$ cat src/rtl/phase_step_seq.sv
module phase_step_seq #(
  parameter int POS_W   = 10,
  parameter int LIMIT   = 255,
  parameter int TIMEOUT = 256
) (
  input  logic                    clk,
  input  logic                    rst,
  input  logic                    step_req,
  input  logic                    step_up,
  input  logic                    sweep_on,
  input  logic                    centered,
  input  logic                    ps_done,
  output logic                    ps_en,
  output logic                    ps_incdec,
  output logic                    busy,
  output logic signed [POS_W-1:0] pos,
  output logic                    at_bound,
  output logic                    range_err,
  output logic                    tmo_err
);
  localparam int WD_W = $clog2(TIMEOUT + 1);

  typedef enum logic [1:0] {S_IDLE, S_SETUP, S_PULSE, S_WAIT} st_t;
  st_t st;

  logic [WD_W-1:0]        wd;
  logic                   dir_q;
  logic signed [POS_W-1:0] lo, hi;
  logic signed [POS_W:0]   pos_x, lo_x, hi_x, tgt;
  logic in_rng, sw_up, idle_cmd;

  assign hi    = POS_W'(LIMIT);
  assign lo    = centered ? -hi : '0;
  assign pos_x = pos;
  assign lo_x  = lo;
  assign hi_x  = hi;
  assign tgt   = step_up ? pos_x + (POS_W+1)'(1) : pos_x - (POS_W+1)'(1);
  assign in_rng   = (tgt >= lo_x) && (tgt <= hi_x);
  assign sw_up    = (pos >= hi) ? 1'b0 : (pos <= lo) ? 1'b1 : dir_q;
  assign idle_cmd = (st == S_IDLE) && !sweep_on && step_req;

  assign ps_en    = (st == S_PULSE);
  assign busy     = (st != S_IDLE);
  assign at_bound = (pos == hi) || (pos == lo);

  always_ff @(posedge clk) begin
    if (rst) begin
      st        <= S_IDLE;
      pos       <= '0;
      ps_incdec <= 1'b0;
      dir_q     <= 1'b1;
      wd        <= '0;
      range_err <= 1'b0;
      tmo_err   <= 1'b0;
    end else begin
      range_err <= idle_cmd && !in_rng;
      tmo_err   <= 1'b0;
      case (st)
        S_IDLE: begin
          if (sweep_on) begin
            ps_incdec <= sw_up;
            dir_q     <= sw_up;
            st        <= S_SETUP;
          end else if (idle_cmd && in_rng) begin
            ps_incdec <= step_up;
            st        <= S_SETUP;
          end
        end
        S_SETUP: st <= S_PULSE;
        S_PULSE: begin
          st <= S_WAIT;
          wd <= '0;
        end
        S_WAIT: begin
          if (ps_done) begin
            pos <= ps_incdec ? pos + POS_W'(1) : pos - POS_W'(1);
            st  <= S_IDLE;
          end else if (wd == WD_W'(TIMEOUT - 1)) begin
            tmo_err <= 1'b1;
            st      <= S_IDLE;
          end else begin
            wd <= wd + WD_W'(1);
          end
        end
        default: st <= S_IDLE;
      endcase
    end
  end

  p_en_single_r2: assert property (@(posedge clk) disable iff (rst)
    ps_en |=> !ps_en);

  p_incdec_hold_r2: assert property (@(posedge clk) disable iff (rst)
    (busy && $past(busy) && !$past(rst)) |-> $stable(ps_incdec));

  p_pos_gated_r3: assert property (@(posedge clk) disable iff (rst)
    (!$past(rst) && !$past(ps_done)) |-> $stable(pos));

  p_step_unit_r4: assert property (@(posedge clk) disable iff (rst)
    (!$past(rst) && pos != $past(pos)) |->
      (pos == $past(pos) + POS_W'(1) || pos == $past(pos) - POS_W'(1)));

  p_bounds_r5: assert property (@(posedge clk) disable iff (rst)
    (pos <= POS_W'(LIMIT)) && (pos >= -POS_W'(LIMIT)));

  p_tmo_idle_r7: assert property (@(posedge clk) disable iff (rst)
    tmo_err |-> !busy);

  p_err_no_req_r5: assert property (@(posedge clk) disable iff (rst)
    range_err |-> !busy);
endmodule

$ cat config.mk
export PLATFORM = sky130hd
export DESIGN_NAME = phase_step_seq
export DESIGN_NICKNAME = d
export VERILOG_FILES = /design/src/rtl/phase_step_seq.sv
export SDC_FILE = /design/constraint.sdc
export NUM_CORES = 1
export LEC_CHECK = 0
export ABC_AREA = 1
export BUFFER_PORTS_ARGS = -buffer_cell sky130_fd_sc_hd__buf_2
export CORE_ASPECT_RATIO = 0.8
export CORE_MARGIN = 1.5
export CORE_UTILIZATION = 57
export CTS_CLUSTER_SIZE = 40
export DETAILED_ROUTE_END_ITERATION = 12
export PLACE_DENSITY = 0.82
export SYNTH_ARGS = -nofsm -noshare
export SYNTH_HDL_FRONTEND = slang
export SYNTH_SLANG_ARGS = --single-unit
$ cat constraint.sdc
create_clock -name clk -period 3.15 [get_ports clk]
set_clock_uncertainty 0.2 [all_clocks]
set_input_delay 0.315 -clock clk [delete_from_list [all_inputs] [get_ports clk]]
set_output_delay 0.315 -clock clk [all_outputs]
set_load 0.005 [all_outputs]
After elaboration in Yosys (flattened, before gate mapping)
Cells that the tools add are included.

word-level totals
  flip-flop bits (word level) = 25
  bits of input ports = 7
  output and inout port bits = 16

operators by class
  $add $sub $neg = 5
  magnitude comparators = 4
  equal/unequal tests = 10
  mux-type cells = 16
  bitwise gates (word level) = 1
  reductions and logical operators = 18

operators by type and width
  kind                                                                                   count
  10-bit 2-to-1 mux                                                                      2
  9-bit 2-to-1 mux                                                                       2
  9-bit one-hot mux with 2 select lines                                                  1
  10-bit by 2-bit adder with 11-bit output (second input constant)                       1
  11-bit by 10-bit greater-or-equal comparator with 1-bit output                         1
  11-bit by 9-bit less-or-equal comparator with 1-bit output (second input constant)     1
  11-bit 2-to-1 mux                                                                      1
  10-bit by 2-bit subtractor with 11-bit output (second input constant)                  1
  10-bit by 2-bit adder with 10-bit output (second input constant)                       1
  10-bit equality test                                                                   1
  10-bit by 9-bit equality test with 1-bit output (second input constant)                1
  10-bit by 9-bit greater-or-equal comparator with 1-bit output (second input constant)  1
  10-bit less-or-equal comparator                                                        1
  10-bit by 2-bit subtractor with 10-bit output (second input constant)                  1
  9-bit by 1-bit adder with 9-bit output (second input constant)                         1
  9-bit by 8-bit equality test with 1-bit output (second input constant)                 1
  2-bit 2-to-1 mux                                                                       4
  2-bit one-hot mux with 4 select lines                                                  1
  2-bit AND reduction                                                                    4
  2-bit nonzero test                                                                     3
  1-bit logical AND                                                                      5
  1-bit 2-to-1 mux                                                                       5
  2-bit equality test (second input constant)                                            2
  2-bit inequality test (second input constant)                                          2
  9 further kinds                                                                        10

Depth between registers and ports, before layout
Gate-level depths: netlist (run 1).

  depth after elaboration = 8
  mapped depth = 19
  gate-level depth less buffers = 19

Worst setup path before layout (run 1)
No wires, ideal clock.

  path type = input port to flip-flop
  start = input port step_up
  end = register st[0]
  library setup time = 115 ps
  data arrival time = 2383 ps
  setup slack = 452 ps
  stages on the path = 17
  cell sequence = inv_1 ha_1 nand3_2 nand3_2 nand4_1 nand2_1 nand2_1 a22oi_2 inv_1 ha_1 inv_1 nor3_1 nand2_2 nand4_4 nand2_4 a21oi_1 nor2_1

between the ends
  cells in the longest elaborated chain, start to end = 6

ends and longest elaborated chain
  element                                                                                                                                       line  RTL
  from (decl)                                                                                                                                   9     input logic step_up,
  11-bit 2-to-1 mux (*)                                                                                                                         37    assign tgt = step_up ? pos_x + (POS_W+1)'(1) : pos_x - (POS_W+1)'(1);
  11-bit by 10-bit greater-or-equal comparator with 1-bit output or 11-bit by 9-bit less-or-equal comparator with 1-bit output (tied branches)  38    assign in_rng = (tgt >= lo_x) && (tgt <= hi_x);
  1-bit logical AND (*)                                                                                                                         38
  1-bit logical AND (*)                                                                                                                         64    end else if (idle_cmd && in_rng) begin
  3-bit by 2-bit inequality test with 1-bit output (no line) (*)                                                                                n/a
  2-bit AND reduction (no line) (*)                                                                                                             n/a
  to (signal assigned)                                                                                                                          63    st <= S_SETUP;
  to (signal assigned)                                                                                                                          66    st <= S_SETUP;
  to (signal assigned)                                                                                                                          69    S_SETUP: st <= S_PULSE;
  to (decl)                                                                                                                                     24    st_t st;

Every way passes the cells marked *; elsewhere a longest branch is shown, timed or not.
A chain may end at the register's enable or synchronous reset.

Worst setup path after layout (run 1)
  start = register pos[3]
  end = register st[0]

between the ends
  cells in the longest elaborated chain, start to end = 7

ends and longest elaborated chain
  element                                                                                                                                       line  RTL
  from (decl)                                                                                                                                   16    output logic signed [POS_W-1:0] pos,
  from (signal assigned)                                                                                                                        76    pos <= ps_incdec ? pos + POS_W'(1) : pos - POS_W'(1);
  10-bit by 2-bit subtractor with 11-bit output or 10-bit by 2-bit adder with 11-bit output (tied branches)                                     37
  11-bit 2-to-1 mux (*)                                                                                                                         37
  11-bit by 10-bit greater-or-equal comparator with 1-bit output or 11-bit by 9-bit less-or-equal comparator with 1-bit output (tied branches)  38
  1-bit logical AND (*)                                                                                                                         38
  1-bit logical AND (*)                                                                                                                         64
  3-bit by 2-bit inequality test with 1-bit output (no line) (*)                                                                                n/a
  2-bit AND reduction (no line) (*)                                                                                                             n/a

Marks and branches as above.

==> results of run 1 <==
kinds of logic (layout without fill, tap and decap cells):
family	after synthesis	after routing	share of synthesized area, %
AOI/OAI and AO/OA	49	49	11.38
adders and majority gates	33	33	18.53
DFF	25	25	21.67
and+or+nand+nor	170	170	34.51
xor gates and xnor gates	11	11	4.171
buffers and inverters	60	90	9.751
cell usage in the layout, fill, tap and decap left out:
cell type,n
clkbuf_8,3
a211oi_1,1
nand2_1,70
nand3_2,4
nand2_2,5
nand4_1,6
fa_1,2
xor2_1,6
o21bai_1,1
nor3_1,8
nand3_1,29
buf_4,6
a21oi_1,25
nor4_1,2
nand3b_1,2
nor3_2,2
a22oi_2,1
nand2_4,1
o21ai_1,2
dfxtp_1,25
a21o_1,1
and3_1,1
buf_2,22
o22ai_1,1
inv_1,54
nor2_1,37
nor3b_1,2
clkinv_1,2
ha_1,31
xnor2_1,5
o21ai_0,16
inv_2,2
inv_6,1
nand4_4,1
a31oi_1,1
sequential cells by signal (all words and copies together) (netlist names):
register   count
pos           10
wd             9
st             2
tmo_err        1
dir_q          1
ps_incdec      1
range_err      1
power by group:
group	leakage, nW	switching, mW	internal, mW
registers	0.203	0.0431	0.356
logic	1.13	0.480	0.307
clock network	0.0261	0.111	0.0928
total	1.36	0.634	0.756
worst reg2reg max path: cells and delay by family, from the launching register on:
family,cells,cell delay (ps)
adder cells (fa/ha/maj),2,710
AND/OR/NAND/NOR,10,1040
AO/OA/AOI/OAI,2,300
buffers and inverters,2,110
flip-flops,1,390
cell type report:
class	count	area [sq um]	area share, %
Clock buffer	3	41.29	1.603
Multi-Input combinational cell	263	1584	61.49
Clock inverter	1	8.758	0.3400
Timing Repair Buffer	28	155.1	6.022
Sequential cell	25	500.5	19.43
Inverter	58	217.7	8.451
Tap cell	55	68.82	2.671
routing by layer:
layer / global-route usage, % / vias up / part of all wire, %
met1: 39.55 / 1017 / 52
met4: 3.175 / 0 / 0.40
met3: 3.541 / 2 / 4.8
li1: - / 1208 / -
met5: 0 / - / 0
met2: 40.94 / 70 / 43
worst paths after layout:
check                                           to                start  slack (ps)
worst max register to register  st[0]$_SDFFE_PP0P_  pos[3]$_SDFFE_PP0P_         270
worst max-delay path            st[0]$_SDFFE_PP0P_  pos[3]$_SDFFE_PP0P_         270
worst min register to register  wd[2]$_SDFFE_PP0P_   wd[2]$_SDFFE_PP0P_         290
worst min-delay path            tmo_err$_SDFF_PP0_              ps_done          50
==> results by group, run 1 <==
Cells and area
  • Ant. Diodes: 0
  • Final instance area: 0.002576 sq mm
  • Fraction of layout instances using a drive strength above 1: between 10% and 20%
  • Number of fillers in the final layout: ~360
  • Layout area overhead: 11.54%
  • Final Non-Filler Cells: 433
  • Final core utilization: 67.29%
  • Final net count: 419

Synth
  • Top post-synthesis cells by area: dfxtp_1 (22%), ha_1 (17%), nand2_1 (11%)
  • Post-synthesis instance area: between 0.002 and 0.0025 sq mm
  • Syn avg cell area: about 6.6 sq um
  • Ys flop type: dfxtp_1
  • Post-synth top cells: nand2_1 (70), inv_1 (54), nor2_1 (37)
  • Library cells used by synthesis: 32
  • Cell taking the most area after synthesis: dfxtp_1
  • EDFF count, synth: 0
  • Seq/Total Area, Yosys: 21.67%
  • Synth Instances: 348
  • Post-synthesis async set-or-reset flop share: 0%
  • Top-count cell post-synth: nand2_1
  • Net Count, Synth: 388
  • Seq cells post-synth: 25
  • Synth Warn #: 0
  • Synth top area share: 21.67%

Die
  • Top-Level Pins: 23
  • Die ar.: 0.004445 sq mm
  • Core area: 0.003829 sq mm
  • Die height: 59.94 um
  • Cell row count: 20
  • Chip width: between 70 and 80 um
  • Initial Util: between 60% and 70%

Clock network
  • CTS root buf: clkbuf_8
  • CTS hold repair buffers: 0
  • Clock tree from TritonCTS: built
  • Clk slew on worst S/H paths: 100 ps
  • Worst skew pair latency: 270 ps
  • Cts bufs inserted: 3
  • CTS H-tree lvls: 1
  • Post-CTS setup buffers: 0
  • CTS max path bufs: 2
  • Clock sink count: 25
  • Post-CTS Resized: 0

Worst hold path
  • Worst hold path type: primary input to flop
  • Hold depth: 2

Critical path
  • Crit path launch type: flop
  • Crit-path cells: ha_1, nand3_2, nand3_2, nand4_1, nand2_1, nand2_1, a22oi_2, inv_1, ha_1, inv_1, nor3_1, nand2_2, nand4_4, nand2_4, a21oi_1, nor2_1
  • Worst stage delay on the critical path: about 450 ps
  • Crit path required time: 3120 ps
  • CP max FO: 7
  • CP delay by family, top: simple AND/OR/NAND/NOR gates
  • CP Data Arrival Time: 2850 ps
  • Slowest-stage cell, CP: ha_1
  • Worst Setup End Kind: flop
  • Critical path depth: 16
  • Critical path type: flop to flop
  • CP Buf/Inv Count: 2
  • Reg2Reg Depth: 16

Flow run
  • Max-cap check violation count: 0

Timing
  • Crit share post-route: between 90 and 100%
  • Setup violation total in the final timing report: 0
  • Hold slack: 52.84 ps
  • Tmin final: 2876 ps
  • Setup_tns: 0 ps
  • RSZ-0062 raised after global routing: false
  • Final setup margin: 273.7 ps
  • Final hold violations: 0
  • Slew headroom: just over 70%
  • Worst-Margin Slew: 433.3 ps
  • FMAX: 0.3477 GHz
  • Final Max Tran Viols: 0

Placement
  • Gpl congestion: 0.8799
  • PortBufs: 22
  • HPWL Detailed: 4217 um
  • Inst Count DP: 429
  • Pre-CTS setup slack: 89.80 ps
  • Placed cell area: 0.002526 sq mm

Global routing
  • Vias in the first global route: 1,990
  • Global route total overflow: 0
  • Largest net degree at the start of global routing: 17
  • GRT Overall Usage: about a quarter
  • First-pass GRT wire length: 9025 um
  • Antenna violations before repair: 0

Drt
  • Routed Antenna Nets: 0
  • Routed WL: 5284 um
  • Iter 0 DRT Violations: 207
  • Post-route DRC: 0
  • Vias post-DR: around 2,300
  • Vias per std cell: approximately 5.3
  • DR WL/cell: around 12 um
  • First-pass DRT Iterations: 5

Pwr
  • Max IR drop VDD: 0.0005815 V
  • Total Power: 1.389 mW
  • Pwr Density: 539.3 mW/mm^2
  • LEAKAGE: 1.359 nW

Status
  • Status: completed
(Power assumes the default switching activity.)
==> run 2, diff against run 1 <==
--- a/config.mk
+++ b/config.mk
@@ -5,14 +5,13 @@
 export SDC_FILE = /design/constraint.sdc
 export NUM_CORES = 1
 export LEC_CHECK = 0
-export ABC_AREA = 1
 export BUFFER_PORTS_ARGS = -buffer_cell sky130_fd_sc_hd__buf_2
 export CORE_ASPECT_RATIO = 0.8
 export CORE_MARGIN = 1.5
 export CORE_UTILIZATION = 57
 export CTS_CLUSTER_SIZE = 40
 export DETAILED_ROUTE_END_ITERATION = 12
-export PLACE_DENSITY = 0.82
+export PLACE_DENSITY = 0.83
 export SYNTH_ARGS = -nofsm -noshare
 export SYNTH_HDL_FRONTEND = slang
 export SYNTH_SLANG_ARGS = --single-unit
==> run 2 against run 1 <==
Compared with the run above: the run now ends with setup timing left; register-to-register slack worse by 560 ps; die area fell by 8.1%; sequential cell count is the same; synthesized area decreased by 8.5%; combinational power shrank 3.3%; core utilization is 16 points higher; first-iteration DRC count shrank 19%; final cell count fell by 13%; critical endpoint unchanged; largest cell class unchanged; largest power group unchanged.
==> results by group, run 2 <==
Status
  • Status: complete, but fails checks
  • Failing checks: setup timing

Synth
  • Top-count cell post-synth: ha_1
  • Post-synthesis async set-or-reset flop share: 0%
  • Post-synth top cells: ha_1 (31), nand2_1 (29), a21oi_1 (25), dfxtp_1 (25), inv_1 (22)
  • Synth Warn #: 0
  • Net Count, Synth: 299
  • Ys flop type: dfxtp_1
  • Seq cells post-synth: 25
  • EDFF count, synth: 0
  • Synth top area share: 23.67%
  • Syn avg cell area: ~8.2 sq um
  • Library cells used by synthesis: 46
  • Synth Instances: ~260
  • Seq/Total Area, Yosys: 23.67%
  • Post-synthesis instance area: 0.002115 sq mm
  • Cell taking the most area after synthesis: dfxtp_1
  • Top post-synthesis cells by area: dfxtp_1 (24%), ha_1 (18%), a21oi_1 (5.9%)

Die
  • Die ar.: approximately 0.0041 sq mm
  • Initial Util: between 60% and 70%
  • Core area: 0.003495 sq mm
  • Top-Level Pins: 23
  • Die height: roughly 57 um
  • Cell row count: 19
  • Chip width: 71.10 um

Cells and area
  • Max FFs per register: 10
  • Top flop regs: pos x10, wd x9, st x2
  • Final core utilization: 83.42%
  • Fraction of layout instances using a drive strength above 1: about a third
  • Sequential Area: 504.2 sq um
  • Commonest non-fill, non-tap cell in the layout: buf_4
  • Final Non-Filler Cells: 378
  • Most frequent cells in the layout: buf_4 (52), nand2_1 (29), ha_1 (24)
  • Number of fillers in the final layout: 210
  • Final net count: around 380
  • Ant. Diodes: 0
  • Area of the multi-input gates: around 0.0017 sq mm
  • Register name with the most flops: pos
  • Final instance area: 0.002915 sq mm
  • Layout area overhead: 37.87%

Drt
  • First-pass DRT Iterations: 4
  • Post-route DRC: 0
  • Vias post-DR: 2,261
  • Vias per std cell: 5.981
  • Routed Antenna Nets: 0
  • Routed WL: about 6400 um
  • DR WL/cell: 16.92 um
  • Iter 0 DRT Violations: about 170

Pwr
  • Sequential share of power: 27.9%
  • Max IR drop VDD: 0.0003985 V
  • Pwr Density: between 400 and 500 mW/mm^2
  • Logic pwr share: 56.8%
  • LEAKAGE: roughly 1.3 nW
  • Clk network pwr share: 15.4%
  • Net switching power figure: 0.5512 mW
  • P_int: 0.7903 mW
  • Total Power: 1.341 mW
  • Net Sw Frac: between 40% and 50%

Timing
  • Slew headroom: between 60% and 70%
  • FMAX: a little under 0.3 GHz
  • Crit share post-route: 110.0%
  • Final Max Tran Viols: 0
  • Setup violation total in the final timing report: 4
  • Setup_tns: -982.7 ps
  • Worst-Margin Slew: 562.5 ps
  • Final setup margin: -314.0 ps
  • RSZ-0062 raised after global routing: true
  • Tmin final: 3464 ps
  • Final hold violations: 0

Clock network
  • Clk slew on worst S/H paths: around 100 ps
  • CTS hold repair buffers: 0
  • Cts bufs inserted: 3
  • CTS H-tree lvls: 1
  • Clock sink count: 25
  • CTS root buf: clkbuf_8
  • CTS max path bufs: 2
  • Worst skew pair latency: 280 ps
  • Clock tree from TritonCTS: built

Placement
  • Placed cell area: 0.002577 sq mm
  • PortBufs: 22
  • Inst Count DP: 357
  • HPWL Detailed: between 4000 and 5000 um
  • Gpl congestion: between 0.8 and 0.9

Critical path
  • Critical path type: primary input to flop
  • CP Data Arrival Time: 3480 ps
  • Crit path required time: 3160 ps
  • Worst Setup End Kind: flop
  • Crit path launch type: primary input
  • CP max FO: 4

Flow run
  • Max-cap check violation count: 0

Global routing
  • Antenna violations before repair: 0
  • Global route total overflow: 0
  • First-pass GRT wire length: just under 9000 um
  • Largest net degree at the start of global routing: 18
  • Vias in the first global route: ~2,100
  • GRT Overall Usage: 27.10%

Worst hold path
  • Worst hold path type: primary input to flop
-- run 2: through the flow --
| stage | hold slack, ps | setup slack, ps |
|---|---|---|
| floorplan | 194.3 | -259.5 |
| global placement | 272.3 | -347.0 |
| detailed placement | 274.4 | -548.8 |
| CTS | 55.69 | -123.2 |
| global route | 75.88 | -421.8 |
| finish | 60.93 | -314.0 |
-- run 2: power by group through the flow --
stage	clock network, mW	registers [mW]	logic, mW
6_report	0.206	0.374	0.761
5_1_grt	0.224	0.375	0.823
4_1_cts	0.209	0.369	0.678
3_5_place_dp	0	0.374	0.644
3_3_place_gp	0	0.374	0.621
2_1_floorplan	0	0.382	0.428
-- run 2: cell families after synthesis --
family                   share of synthesized area (%)
multiplexers                                     1.420
XOR/XNOR                                         7.870
flip-flops                                       23.67
AO/OA/AOI/OAI                                    21.95
buffers and inverters                            4.438
adder cells (fa/ha/maj)                          20.24
AND/OR/NAND/NOR                                  20.41
-- run 2: repair_timing --
| item | CTS | global route |
|---|---|---|
| buffers inserted | 14 | 3 |
| setup endpoints to repair | 3 | 4 |
| gates resized for setup | 10 | 15 |
| pin swaps | 18 | 6 |
-- run 2: path summary, 6_finish.rpt --
check / startpoint / end / slack, ps / cells after the start
hold / removal: ps_done / tmo_err$_SDFF_PP0_ / 60 / 2
hold reg to reg: wd[8]$_SDFFE_PP0P_ / wd[8]$_SDFFE_PP0P_ / 290 / 2
setup reg to reg: pos[0]$_SDFFE_PP0P_ / st[0]$_SDFFE_PP0P_ / -290 / 14
setup / recovery: step_up / st[0]$_SDFFE_PP0P_ / -310 / 17
-- run 2: area by class of cell --
type	count	area share (%)
inverters	22	2.961
clock buffers	3	1.416
well taps	42	1.803
flip-flops and latches	25	17.30
repair buffers	76	18.15
multi-input cells	209	58.07
clock inverters	1	0.3004
-- run 2: critical path, stage by stage --
cell and delay (ps):
buf_6 70, clkinvlp_4 100, buf_6 140, fa_2 410, a21oi_4 160, o22ai_2 90
o41ai_2 260, buf_4 180, xnor2_1 170, ha_1 240, o21ai_0 140, nand2_1 110
o21ai_0 220, a31oi_2 220, o211ai_2 130, a31oi_2 290, mux2i_1 210
-- run 2: metal layers --
| layer | GRT usage [%] | up-vias | part of all wire [%] |
|---|---|---|---|
| met5 | 0 | - | 0 |
| met4 | 5.930 | 0 | 2.5 |
| met1 | 34.93 | 1073 | 45 |
| met3 | 5.124 | 19 | 4.5 |
| li1 | - | 1086 | - |
| met2 | 47.53 | 83 | 48 |
